**src/rtl/psw_pkg.sv**
```systemverilog
package psw_pkg;

    typedef enum logic [1:0] {
        CLS_NONE = 2'd0,
        CLS_LOAD = 2'd1,
        CLS_SBC  = 2'd2,
        CLS_CMP  = 2'd3
    } op_cls_e;

    typedef enum logic [1:0] {
        XK_BYTE  = 2'd0,
        XK_WORD  = 2'd1,
        XK_FRAME = 2'd2,
        XK_NONE  = 2'd3
    } xfer_kind_e;

    // live flag set (reserved bits are not stored)
    typedef struct packed {
        logic       g;
        logic       oe;
        logic       h;
        logic [1:0] sf;
        logic       n;
        logic       v;
        logic       d;
        logic       i;
        logic       z;
        logic       c;
    } psw_t;

    // 16-bit image layout, bit 15 first; positions are behaviour
    typedef struct packed {
        logic       g;     // 15
        logic       oe;    // 14
        logic [1:0] r54;   // 13:12
        logic       h;     // 11
        logic       r2;    // 10
        logic [1:0] sf;    // 9:8
        logic       n;     // 7
        logic       v;     // 6
        logic       r5;    // 5
        logic       b;     // 4
        logic       d;     // 3
        logic       i;     // 2
        logic       z;     // 1
        logic       c;     // 0
    } img_t;

    localparam psw_t PSW_RESET = '{g: 1'b0, oe: 1'b0, h: 1'b1, sf: 2'b01,
                                   n: 1'b0, v: 1'b0, d: 1'b0, i: 1'b0,
                                   z: 1'b0, c: 1'b0};

endpackage

```
**src/rtl/psw_alu_flags.sv**
```systemverilog
module psw_alu_flags #(
    parameter int DATA_W = 32
) (
    input  logic [1:0]        op_size_i,
    input  logic [DATA_W-1:0] res_i,
    input  logic [DATA_W-1:0] opa_i,
    input  logic [DATA_W-1:0] opb_i,
    output logic              n_o,
    output logic              z_o,
    output logic              oe_o,
    output logic              ge_o
);
    logic [DATA_W-1:0] in_rng;
    logic [DATA_W-1:0] a_x;
    logic [DATA_W-1:0] b_x;
    logic              sa;
    logic              sb;
    int                w;

    always_comb begin
        w = 8 << op_size_i;
        if (w > DATA_W) w = DATA_W;
        n_o = 1'b0;
        sa  = 1'b0;
        sb  = 1'b0;
        for (int k = 0; k < DATA_W; k++) begin
            in_rng[k] = (k < w);
            if (k == w - 1) begin
                n_o = res_i[k];
                sa  = opa_i[k];
                sb  = opb_i[k];
            end
        end
        for (int k = 0; k < DATA_W; k++) begin
            a_x[k] = in_rng[k] ? opa_i[k] : sa;
            b_x[k] = in_rng[k] ? opb_i[k] : sb;
        end
        z_o  = ((res_i & in_rng) == '0);
        oe_o = res_i[0];
        ge_o = ($signed(a_x) >= $signed(b_x));
    end
endmodule

```
**src/rtl/psw_frame_check.sv**
```systemverilog
module psw_frame_check #(
    parameter int NATIVE_W = 32
) (
    input  logic       frame_i,
    input  logic       user_i,
    input  logic       h_i,
    input  logic [1:0] sf_i,
    output logic       reject_o,
    output logic [3:0] bytes_o
);
    localparam int         NATIVE_BYTES = NATIVE_W / 8;
    localparam logic [3:0] NB           = 4'(NATIVE_BYTES);

    always_comb begin
        reject_o = frame_i & user_i & h_i;
        unique case (sf_i)
            2'b01:   bytes_o = 4'd2;
            2'b10:   bytes_o = 4'd4;
            2'b11:   bytes_o = 4'd8;
            default: bytes_o = NB;
        endcase
    end
endmodule

```
**src/rtl/psw_push_fmt.sv**
```systemverilog
module psw_push_fmt
    import psw_pkg::*;
(
    input  psw_t       psw_i,
    input  logic [1:0] kind_i,
    input  logic       brk_i,
    output logic [15:0] img_o
);
    img_t im;

    always_comb begin
        im   = '0;
        im.n = psw_i.n;
        im.v = psw_i.v;
        im.b = brk_i;
        im.d = psw_i.d;
        im.i = psw_i.i;
        im.z = psw_i.z;
        im.c = psw_i.c;
        unique case (xfer_kind_e'(kind_i))
            XK_BYTE: ;
            XK_WORD: begin
                im.g  = psw_i.g;
                im.oe = psw_i.oe;
            end
            XK_FRAME: begin
                im.g  = psw_i.g;
                im.oe = psw_i.oe;
                im.h  = psw_i.h;
                im.sf = psw_i.sf;
            end
            default: im = '0;
        endcase
        img_o = im;
    end
endmodule

```
**src/rtl/status_word_unit.sv**
```systemverilog
module status_word_unit
    import psw_pkg::*;
#(
    parameter int DATA_W   = 32,
    parameter int NATIVE_W = 32
) (
    input  logic              clk,
    input  logic              rst_n,
    input  logic [1:0]        op_size_i,
    input  logic [DATA_W-1:0] res_i,
    input  logic [DATA_W-1:0] opa_i,
    input  logic [DATA_W-1:0] opb_i,
    input  logic [1:0]        op_cls_i,
    input  logic              upd_nz_i,
    input  logic              upd_c_i,
    input  logic              c_i,
    input  logic              upd_v_i,
    input  logic              v_i,
    input  logic [1:0]        push_kind_i,
    input  logic              push_brk_i,
    input  logic              pull_i,
    input  logic [1:0]        pull_kind_i,
    input  logic              pull_user_i,
    input  logic [15:0]       pull_data_i,
    output logic [15:0]       status_o,
    output logic [15:0]       push_img_o,
    output logic [3:0]        ret_bytes_o,
    output logic              ret_valid_o,
    output logic              priv_abort_o
);
    typedef struct packed {
        psw_t       psw;
        logic [3:0] rbytes;
        logic       rvalid;
        logic       abort;
    } state_t;

    state_t st_d, st_q;

    logic       alu_n, alu_z, alu_oe, alu_ge;
    logic       rej;
    logic [3:0] fr_bytes;
    img_t       pin;
    img_t       sout;
    xfer_kind_e pk;
    psw_t       alu_psw, pull_psw;
    logic       pull_taken;

    assign pin = img_t'(pull_data_i);
    assign pk  = xfer_kind_e'(pull_kind_i);

    psw_alu_flags #(.DATA_W(DATA_W)) u_alu (
        .op_size_i (op_size_i),
        .res_i     (res_i),
        .opa_i     (opa_i),
        .opb_i     (opb_i),
        .n_o       (alu_n),
        .z_o       (alu_z),
        .oe_o      (alu_oe),
        .ge_o      (alu_ge)
    );

    psw_frame_check #(.NATIVE_W(NATIVE_W)) u_frm (
        .frame_i  (pull_i && pk == XK_FRAME),
        .user_i   (pull_user_i),
        .h_i      (pin.h),
        .sf_i     (pin.sf),
        .reject_o (rej),
        .bytes_o  (fr_bytes)
    );

    psw_push_fmt u_push (
        .psw_i  (st_q.psw),
        .kind_i (push_kind_i),
        .brk_i  (push_brk_i),
        .img_o  (push_img_o)
    );

    always_comb begin
        // ALU path
        alu_psw = st_q.psw;
        if (upd_nz_i) begin
            alu_psw.n  = alu_n;
            alu_psw.z  = alu_z;
            alu_psw.oe = alu_oe;
        end
        if (upd_c_i) alu_psw.c = c_i;
        if (upd_v_i) alu_psw.v = v_i;
        unique case (op_cls_e'(op_cls_i))
            CLS_SBC: alu_psw.g = ~(alu_psw.n ^ alu_psw.v);
            CLS_CMP: alu_psw.g = alu_ge;
            default: ;
        endcase

        // pull path
        pull_psw   = st_q.psw;
        pull_psw.n = pin.n;
        pull_psw.v = pin.v;
        pull_psw.d = pin.d;
        pull_psw.i = pin.i;
        pull_psw.z = pin.z;
        pull_psw.c = pin.c;
        if (pk == XK_WORD || pk == XK_FRAME) begin
            pull_psw.g  = pin.g;
            pull_psw.oe = pin.oe;
        end
        if (pk == XK_FRAME) begin
            pull_psw.h  = pin.h;
            pull_psw.sf = pin.sf;
        end
        pull_taken = pull_i && (pk != XK_NONE) && !rej;

        st_d        = st_q;
        st_d.rvalid = 1'b0;
        st_d.abort  = rej;
        st_d.psw    = pull_taken ? pull_psw : alu_psw;
        if (pull_taken && pk == XK_FRAME) begin
            st_d.rvalid = 1'b1;
            st_d.rbytes = fr_bytes;
        end
    end

    always_ff @(posedge clk) begin
        if (!rst_n) begin
            st_q.psw    <= PSW_RESET;
            st_q.rbytes <= '0;
            st_q.rvalid <= 1'b0;
            st_q.abort  <= 1'b0;
        end else begin
            st_q <= st_d;
        end
    end

    always_comb begin
        sout    = '0;
        sout.g  = st_q.psw.g;
        sout.oe = st_q.psw.oe;
        sout.h  = st_q.psw.h;
        sout.sf = st_q.psw.sf;
        sout.n  = st_q.psw.n;
        sout.v  = st_q.psw.v;
        sout.d  = st_q.psw.d;
        sout.i  = st_q.psw.i;
        sout.z  = st_q.psw.z;
        sout.c  = st_q.psw.c;
    end

    assign status_o     = sout;
    assign ret_bytes_o  = st_q.rbytes;
    assign ret_valid_o  = st_q.rvalid;
    assign priv_abort_o = st_q.abort;
endmodule

```
**config.mk**
```make
export PLATFORM = sky130hd
export DESIGN_NAME = status_word_unit
export DESIGN_NICKNAME = d
export VERILOG_FILES = /design/src/rtl/psw_pkg.sv /design/src/rtl/psw_alu_flags.sv /design/src/rtl/psw_frame_check.sv /design/src/rtl/psw_push_fmt.sv /design/src/rtl/status_word_unit.sv
export SDC_FILE = /design/constraint.sdc
export NUM_CORES = 1
export LEC_CHECK = 0
export CAP_MARGIN = 20
export CORE_UTILIZATION = 45
export CTS_CLUSTER_SIZE = 28
export DETAILED_ROUTE_END_ITERATION = 16
export DONT_BUFFER_PORTS = 1
export MAX_ROUTING_LAYER = met4
export PLACE_DENSITY = 0.68
export SLEW_MARGIN = 15
export SYNTH_ARGS = -nofsm -noshare
export SYNTH_HDL_FRONTEND = slang
export SYNTH_SLANG_ARGS = --single-unit
```
**constraint.sdc**
```tcl
create_clock -name clk -period 5.35 [get_ports clk]
set_input_delay 0.2675 -clock clk [delete_from_list [all_inputs] [get_ports clk]]
set_output_delay 0.2675 -clock clk [all_outputs]
set_load 0.02 [all_outputs]
```
==> flow_summary.toml, run 1 <==
[cells_and_area]
drive_gt1_share_pct = 4.39
synthToLayoutAreaGrowth_pct = 2.83
final_common_cell = "nand2_1"
final_cell_mix = "nand2_1 (65), ha_1 (40), o21ai_0 (36)"
diodes = 0
nFillCells = 498
final_nets = 490

[cts]
post_cts_buffers = 0
clock_path_buffers = 2
postCtsHoldBufs = 0
cts_buffers = 3
cts.repair.resized = 0
cts_root_buffer = "clkbuf_8"
cts.htree.levels = 1
tritoncts = "built"
clkLatencyLatePin_ps = 240
cts_sinks = 16
clkTransAtPathRegs_ps = 60

[setup_path]
worstRegToRegCells = 6
critPathMaxFanout = 22
crit_arrival_ps = 4450
critPathRequiredTime_ps = 5520
r2r_setup_slack_ps = 3850
r2r-end = "status_o[15]"
worstSetupEndpointType = "flop"
crit_type = "in -> reg"
worstReg2RegStart = "status_o[6]"
critPathLaunchType = "primary input"

[routing]
final_antenna_net_count = 0
wl_um = 5940
dr.first_iter.drc_count = 56
num_vias = 2239
route.detailed.drc = 0
dr.pass1.iters = 4
wl_per_cell_um = 15.4
drt-vias-per-instance = 5.80

[grt]
grt_usage_pct = 20.9
grt_max_degree = 23
grt_busiest_layer = "met2"
grt_pass1_wl_um = 8580
met2_usage_pct = 34.6
antenna_found_initial = 0
use_met1_pct = 26.8
gr-usage-met3_pct = 3.57
overflow = 0
grt_pass1_vias = 1923

[place]
numPortBuffers = 0
gp_congestion = 0.884
hpwl_um = 5060

[logic_synthesis]
synth_top_cell_area_share_pct = 21.8
ys_seq_elements = 16
ys.flop_type = "dfxtp_1"
synth_top_area_cell = "ha_1"
synth.cell_area_um2 = 2300
synthTopCellsByArea = "ha_1 (22%), dfxtp_1 (14%), nand2_1 (11%)"
synthesis.instances = 327
syn_avg_cell_area_um2 = 7.03
async_reset_ff_share_pct = 0
synth_edf_count = 0
ys_warn_count = 0
ys_types = 46
synth_seq_area_share_pct = 13.9

[flow_run]
drv_cap = 0

[sta]
relSlewSlack_pct = 51.8
max_freq_ghz = 0.234
clock_skew_ps = 0.970
timing.final.crit_share_pct = 80.0
setup_viol = 0
hold_violations = 0
worstMarginPinSlew_ps = 716
tns_ps = 0
min_period_ps = 4280
drv_slew = 0
grt_setup_unrepaired = "no"

[die]
die_w_um = 73.5
die_area_um2 = 5400
pin_count = 168
rows = 25
dieHeight_um = 73.5
core_area_um2 = 4820
start_util_pct = 47.7

[pwr]
powerDensity_nw_per_um2 = 176
irDropWorstVdd_v = 0.000180
p_total_w = 0.000416
p_leak_nw = 1.18

[outcome]
status = "finished clean"

[min_path]
hold_path.startpoint = "rst_n"
hold_depth = 1
hold_path_end = "status_o[11]"
min_path_type = "in -> reg"
==> sequential cells by signal, indices dropped and copies added, names as in the netlist <==
signal	flops
status_o	11
ret_bytes_o	3
priv_abort_o	1
ret_valid_o	1
==> report_power, final <==
group	switching, W	internal [W]
Combinational	0.0000997	0.0000721
Sequential	0.0000139	0.000126
Clock	0.0000395	0.0000652
==> per-stage QoR <==
| stage | instances | utilization, % | worst slack (ps) | cell area [µm²] | hold WS [ps] |
|---|---|---|---|---|---|
| finish | 386 | 49.1 | 1070 | 2360 | 94.3 |
| global route | 386 | 49.1 | 625 | 2360 | 92.9 |
| CTS | 386 | 49.1 | 1090 | 2360 | 91.5 |
| detailed placement | 382 | 47.9 | 849 | 2310 | 349 |
| global placement | 382 | 47.9 | 881 | 2310 | 343 |
| floorplan | 338 | - | 1410 | 2340 | 392 |
==> metal layers <==
layer,vias up,share of wire [%],routed length [µm]
met5,-,0,0
met4,0,1.6,95
met3,6,6.2,367
met2,94,47,2810
met1,1008,45,2670
li1,1131,-,-
==> cells in the mapped netlist, types with 4 or more instances <==
library cell and number:
and2_1 4, nor2b_1 9, o21ai_0 36, dfxtp_1 16, nand4_1 4, nor4_1 9, a21oi_1 16, ha_1 40
inv_1 16, clkbuf_1 14, a21o_1 12, and3_1 4, nand2_1 65, nor2_1 11, a21boi_0 6, nand3_1 8
buf_4 10
==> area by class of cell <==
type                            count  area (µm²)  area share [%]
Clock buffer                        4        55.1            2.33
Tap cell                           67        83.8            3.54
Timing Repair Buffer                3        22.5           0.952
Multi-Input combinational cell    279        1820            76.9
Sequential cell                    16         320            13.5
Inverter                           17        63.8            2.70
==> critical path, stage by stage <==
cell and delay, ps:
nor2_1 80, buf_4 170, clkinv_1 270, ha_1 310, nand2_1 110, ha_1 140
nor3b_1 420, a21oi_1 150, o21ai_2 440, o21ai_0 270, mux2_2 330, ha_1 280
nor2b_1 130, o211ai_1 150, a21boi_0 100, o31a_1 320, or3_1 320, a32oi_1 180
==> how the worst max path moves through the flow <==
stage / from / to / depth (start not counted)
finish: op_size_i[1] / status_o[15] / 18
global route: op_size_i[1] / status_o[15] / 17
detailed placement: op_size_i[1] / status_o[15] / 17
global placement: op_size_i[1] / status_o[15] / 18
CTS: op_size_i[1] / status_o[15] / 17
floorplan: op_size_i[1] / status_o[15] / 18
==> cell families (layout without fill, tap and decap cells) <==
| group | after synthesis | in the layout | synth area share [%] |
|---|---|---|---|
| adder cells (fa/ha/maj) | 40 | 40 | 21.8 |
| flip-flops | 16 | 16 | 13.9 |
| XOR/XNOR | 1 | 1 | 0.381 |
| buffers and inverters | 43 | 24 | 8.76 |
| multiplexers | 4 | 4 | 1.80 |
| AND/OR/NAND/NOR | 129 | 129 | 27.5 |
| other | 2 | 13 | 0.327 |
| AO/OA/AOI/OAI | 92 | 92 | 25.6 |
No activity file was read; power rests on OpenSTA's default activity.
==> inputs of run 2 (changes only) <==
Clock period 5.35 ns to 4.4 ns, I/O delays scaled along.
==> flow_summary.toml, run 2 (synthesized netlist as in run 1, its figures left out) <==
[setup_path]
critPathRequiredTime_ps = 4580
critPathLaunchType = "primary input"
r2r_setup_slack_ps = 2930
critPathMaxFanout = 22
worstReg2RegStart = "status_o[6]"
worstRegToRegCells = 6
crit_type = "in -> reg"
r2r-end = "status_o[15]"
worstSetupEndpointType = "flop"
crit_arrival_ps = 3990

[cells_and_area]
fin_cells = 388
final_nets = 492
synthToLayoutAreaGrowth_pct = 3.48
largest_register_ff_count = 11
design_area_um2 = 2380
drive_gt1_share_pct = 4.98
diodes = 0
final_common_cell = "nand2_1"
final_cell_mix = "nand2_1 (65), ha_1 (40), o21ai_0 (36)"

[sta]
relSlewSlack_pct = 51.9
min_period_ps = 3810
tns_ps = 0
setup_viol = 0
grt_setup_unrepaired = "no"
max_freq_ghz = 0.263
whs_ps = 39.4
drv_slew = 0
worstMarginPinSlew_ps = 714
clock_skew_ps = 0.712
hold_violations = 0
timing.final.crit_share_pct = 86.6

[place]
placed_area_um2 = 2320
hpwl_um = 5140
numPortBuffers = 0
gp_congestion = 0.841
placed_cells = 384

[grt]
grt_usage_pct = 21.8
overflow = 0
grt_pass1_vias = 1930
antenna_found_initial = 0
grt_max_degree = 23
grt_pass1_wl_um = 8890

[routing]
dr.pass1.iters = 4
final_antenna_net_count = 0
drt-vias-per-instance = 5.85
num_vias = 2270
dr.first_iter.drc_count = 70
wl_um = 6070
route.detailed.drc = 0
wl_per_cell_um = 15.6

[cts]
tritoncts = "built"
cts.htree.levels = 1
cts_buffers = 3
cts_root_buffer = "clkbuf_8"
post_cts_buffers = 0
cts_sinks = 16
clock_path_buffers = 2
clkTransAtPathRegs_ps = 60
postCtsHoldBufs = 0
cts.repair.resized = 0
clkLatencyLatePin_ps = 250

[die]
dieHeight_um = 73.5
die_w_um = 73.5
rows = 25
start_util_pct = 47.7
die_area_um2 = 5400
pin_count = 168
core_area_um2 = 4820

[min_path]
hold_path.startpoint = "rst_n"
hold_depth = 1
hold_path_end = "status_o[11]"
min_path_type = "in -> reg"

[pwr]
p_total_w = 0.000514
powerDensity_nw_per_um2 = 216
irDropWorstVdd_v = 0.000231
p_leak_nw = 1.19

[flow_run]
drv_cap = 0

[outcome]
status = "finished clean"
## run 2: per-layer routing
layer  global-route usage (%)  part of all wire, %  up-vias
met2                     35.9                   47       86
li1                         -                    -     1129
met5                        -                    0        -
met4                     3.63                 0.94        0
met3                     4.12                  6.7        9
met1                     28.0                   45     1046
## run 2: through the flow
stage | setup WS, ps | utilization, %
floorplan | 508 | -
global placement | 404 | 48.3
detailed placement | 372 | 48.3
CTS | 628 | 49.4
global route | 187 | 49.4
finish | 591 | 49.4
## run 2: layout make-up
type | count | area [µm²]
Clock buffer | 4 | 55.1
Sequential cell | 16 | 320
Multi-Input combinational cell | 279 | 1820
Timing Repair Buffer | 5 | 37.5
Fill cell | 514 | 2440
Tap cell | 67 | 83.8
Inverter | 17 | 63.8
## run 2: critical path, cell delays in order
cell	delay, ps
nor2_1	130
clkinv_1	100
ha_1	210
nand2_1	110
ha_1	140
nor3b_1	420
a21oi_1	110
o21ai_0	590
o21ai_0	210
ha_1	370
a21oi_2	140
nand2_1	70
a221o_1	330
o31a_1	330
or3_1	320
a32oi_1	190
## run 2: how the worst max path moves through the flow
stage / start / to
2_1_floorplan: op_size_i[1] / status_o[15]
3_3_place_gp: op_size_i[1] / status_o[15]
3_5_place_dp: op_size_i[1] / status_o[15]
4_1_cts: op_size_i[1] / status_o[15]
5_1_grt: op_size_i[1] / status_o[15]
6_report: op_size_i[1] / status_o[15]
## run 2: power by group
part | switching (W) | leakage, nW | internal (W)
Sequential | 0.0000169 | 0.131 | 0.000153
Clock | 0.0000523 | 0.0288 | 0.0000795
Combinational | 0.000122 | 1.03 | 0.0000892
Total | 0.000192 | 1.19 | 0.000322
